`src/rtl/fast_gate_seq.sv`:
```
module fast_gate_seq #(
  parameter int DW = 8,
  parameter logic [DW-1:0] ARM_CMD = 8'hD1,
  parameter logic [DW-1:0] END_CMD = 8'hFF,
  parameter int GATE_BIT = 1
) (
  input  logic          clk,
  input  logic          rst_n,
  input  logic          host_cs_n,
  input  logic          host_wr_n,
  input  logic          host_cmd,
  input  logic [DW-1:0] host_data,
  input  logic          hif_en,
  input  logic          shdn_en,
  input  logic          shdn_n,
  output logic          gate_out,
  output logic          gate_oe,
  output logic          ibf_set
);

  typedef enum logic [1:0] {S_IDLE, S_ARMED, S_LOADED} seq_t;

  seq_t st, st_n;
  logic gate_n, ibf_n, wr_q;

  logic shut, cs_i, wr_i, cmd_i, strobe, is_arm, is_end;

  assign shut   = hif_en & shdn_en & ~shdn_n;
  assign cs_i   = shut | host_cs_n;
  assign wr_i   = shut | host_wr_n;
  assign cmd_i  = shut | host_cmd;
  assign strobe = ~wr_q & wr_i & ~cs_i;
  assign is_arm = cmd_i && (host_data == ARM_CMD);
  assign is_end = cmd_i && (host_data == END_CMD);
  assign gate_oe = ~shut;

  always_comb begin
    st_n   = st;
    gate_n = gate_out;
    ibf_n  = 1'b0;
    if (strobe) begin
      if (is_arm) begin
        st_n = S_ARMED;
      end else if (is_end && st == S_LOADED) begin
        st_n = S_IDLE;
      end else if (!cmd_i && st == S_ARMED) begin
        gate_n = host_data[GATE_BIT];
        st_n   = S_LOADED;
      end else begin
        ibf_n = 1'b1;
        st_n  = S_IDLE;
      end
    end
  end

  always_ff @(posedge clk or negedge rst_n) begin
    if (!rst_n) begin
      st       <= S_IDLE;
      gate_out <= 1'b1;
      ibf_set  <= 1'b0;
      wr_q     <= 1'b1;
    end else begin
      st       <= st_n;
      gate_out <= gate_n;
      ibf_set  <= ibf_n;
      wr_q     <= wr_i;
    end
  end

  assert_pulse_width_R12: assert property (@(posedge clk) disable iff (!rst_n)
    ibf_set |=> !ibf_set);

  assert_gate_quiet_on_flag_R5: assert property (@(posedge clk) disable iff (!rst_n)
    !$stable(gate_out) |-> !ibf_set);

  assert_arm_enters_R2: assert property (@(posedge clk) disable iff (!rst_n)
    (strobe && is_arm) |=> (st == S_ARMED && !ibf_set && $stable(gate_out)));

  assert_shutdown_blocks_R10: assert property (@(posedge clk) disable iff (!rst_n)
    (hif_en && shdn_en && !shdn_n) |=> (!ibf_set && $stable(st)));

  assert_gate_only_from_armed_R3: assert property (@(posedge clk) disable iff (!rst_n)
    !$stable(gate_out) |-> $past(st) == S_ARMED);

  assert_end_quiet_R4: assert property (@(posedge clk) disable iff (!rst_n)
    (strobe && is_end && st == S_LOADED) |=> (st == S_IDLE && !ibf_set));

endmodule

```
`config.mk`:
```
export PLATFORM = sky130hd
export DESIGN_NAME = fast_gate_seq
export DESIGN_NICKNAME = d
export VERILOG_FILES = /design/src/rtl/fast_gate_seq.sv
export SDC_FILE = /design/constraint.sdc
export NUM_CORES = 1
export LEC_CHECK = 0
export BUFFER_PORTS_ARGS = -buffer_cell sky130_fd_sc_hd__buf_2
export CORE_AREA = 2 2 39 41
export CTS_CLUSTER_DIAMETER = 30
export CTS_CLUSTER_SIZE = 12
export DETAILED_ROUTE_END_ITERATION = 10
export DIE_AREA = 0 0 41 43
export HOLD_SLACK_MARGIN = 0.15
export SLEW_MARGIN = 20
export SYNTH_ARGS = -nofsm -noshare
export SYNTH_HDL_FRONTEND = slang
export SYNTH_SLANG_ARGS = --single-unit
```
`constraint.sdc`:
```
create_clock -name clk -period 2.3 [get_ports clk]
set_input_delay 0.23 -clock clk [delete_from_list [all_inputs] [get_ports clk]]
set_output_delay 0.23 -clock clk [all_outputs]
set_load 0.02 [all_outputs]
```
==> metrics.txt <==
yosys warns=0; setup total negative slack=0 ps; Pleak=0.204 nW; Worst slew margin=84.0%; placed insts=58; CP startpoint kind=register; crit end category=register; Area growth, synth to finish=57.4%; Synth async-reset ratio=100%; Core Util, Final=29.0%; largest area contributor in the netlist=dfrtp_1; Final Max Slew Viols=0; I/O Pins=19; worst path cell trace=nand4_1 -> or4b_1 -> a21oi_1 -> nor3_1; global placement routability congestion=0.787; Post-synth top cells=3 x dfrtp_1, 2 x dfstp_2, 2 x nand2_1, 2 x nand3_1; initial antenna violation count=0; drc violations=0; Final Worst Setup Slack=970 ps; Hold Path Class=in -> reg; I/O Buffers=18; share of layout cells above drive strength 1=51.1%; status=complete, no violations; register area=128 µm²; fmax=0.752 GHz; antenna-violating nets left=0; clock latency on the worst-skew pair=240 ps; CTS tree=done; vias per cell=4.40; Row Count=14; Pwr Density=551 mW/mm²; Worst-Margin Slew=238 ps; hold slack=199 ps; CTS root buffer=clkbuf_4; CTS clk-pin slew, worst paths=40 ps; crit-path max cell delay=490 ps; clock tree buffer depth=2; Area contributors post-synth=dfrtp_1 29%, dfstp_2 21%, nor4b_2 5.9%; initial core utilization=18.4%; pre-CTS WS=883 ps; TritonCTS buffer count=3; DP HPWL=504 µm; Clock Skews=2.96 ps; Main synth FF type=dfrtp_1; WP data required=2420 ps; htree depth=1; Max IR drop VDD=0.000213 V; MaxCap Viol Count=0; wire length per cell=9.59 µm; syn nets=40; Final nets=64; worst-path cell with the longest stage delay=or4b_1; worst setup path class=reg -> reg; Fillers=155; routed vias=277; CTS sink count=5; fin cells=63; GRT overflow=0; Yosys reg bits=5; full die area=0.00176 mm²; footprint of the multi-input gates=124 µm²; GRT Total Usage=9.19%; final setup fails=0; min Tclk post-route=1330 ps; ANT cells=0; final hold vios=0; Die W=41 µm; post-synth top area share=29.4%; DRT iter0 DRCs=5; Core Area=0.00138 mm²; largest net degree at the start of global routing=6; wirelength, routed=604 µm; vias in the first global route=249; Mapped Cells=24; Pre-Repair DR Iteration Count=4; sequential area share after synthesis=50.0%; Arrival @ worst endpoint=1450 ps; Die Ht=43 µm; Post-CTS Setup Bufs=0; Final Cycle Share=57.8%; top-count cell post-synth=dfrtp_1; first-pass GRT wire length=1020 µm; post-synthesis cell type count=19; Avg Cell Area, Syn=10.6 µm²; RSZ-0062 raised after global routing=no; CP max FO=3; post-synthesis cell area=255 µm²; number of flops mapped to enable cells by yosys=0
timing repair:
action / 4_1_cts / 5_1_grt
endpoints found under the setup margin: 0 / 0
endpoints found under the hold margin: 5 / 0
resized for setup: 0 / 0
hold buffers: 1 / 0
power breakdown:
group          internal (W)  total (W)  leakage, nW  switching, W
Sequential        0.0000912  0.0000917       0.0624   0.000000498
Combinational     0.0000140  0.0000266        0.127     0.0000126
Clock             0.0000657   0.000103       0.0150     0.0000372
layout make-up:
cell class                      instances  share of cell area, %
Clock buffer                            4                   6.54
Tap cell                               16                   4.98
Timing Repair Buffer                   19                   24.9
Multi-Input combinational cell         18                   30.8
Sequential cell                         5                   31.8
Inverter                                1                  0.935
cell usage in the layout (no fill, tap or decap), drive strengths merged, types with 2 or more instances in the layout:
cell type / netlist / routed
buf: 0 / 18
clkbuf: 0 / 4
dfrtp: 3 / 3
nand3: 2 / 2
nand2: 2 / 2
dfstp: 2 / 2
routing by layer:
layer / vias to the layer above / wire length (µm) / GRT usage [%] / share of wire (%)
li1: 138 / - / - / -
met1: 122 / 266 / 11.5 / 44
met2: 15 / 234 / 10.9 / 39
met3: 2 / 89 / 6.28 / 15
met4: 0 / 13 / 6.00 / 2.2
met5: - / 0 / 0 / 0
sequential cells by signal, indices dropped and copies added, names as in the netlist:
signal    count
gate_out      1
wr_q          1
ibf_set       1
st            2
cell families after synthesis:
kind of cell    share of synthesized area, %
simple gates                            33.3
flops                                   50.0
compound gates                          10.8
mux                                     4.41
buf+inv                                 1.47
metrics by stage:
step | instance area, µm² | total power [W]
6_report | 402 | 0.000221
5_1_grt | 402 | 0.000242
4_1_cts | 402 | 0.000226
3_5_place_dp | 365 | 0.000119
3_3_place_gp | 365 | 0.000118
2_1_floorplan | 255 | 0.000101
path summary, 6_finish.rpt:
kind | startpoint | endpoint | slack (ps) | cells after the start
max | st[1]$_DFFE_PN0P_ | ibf_set$_DFF_PN0_ | 970 | 4
min in group asynchronous | rst_n | st[1]$_DFFE_PN0P_ | 330 | 2
max reg2reg | st[1]$_DFFE_PN0P_ | ibf_set$_DFF_PN0_ | 970 | 4
min | host_wr_n | wr_q$_DFF_PN1_ | 200 | 2
min reg2reg | st[0]$_DFFE_PN0P_ | st[0]$_DFFE_PN0P_ | 500 | 2
max in group asynchronous | rst_n | wr_q$_DFF_PN1_ | 1760 | 2
critical path, delay by kind of cell, from the launching register on:
kind / cells / cell delay, ps
AO/OA/AOI/OAI: 1 / 170
flip-flops: 1 / 380
AND/OR/NAND/NOR: 3 / 660
No activity file was read; power rests on OpenSTA's default activity.
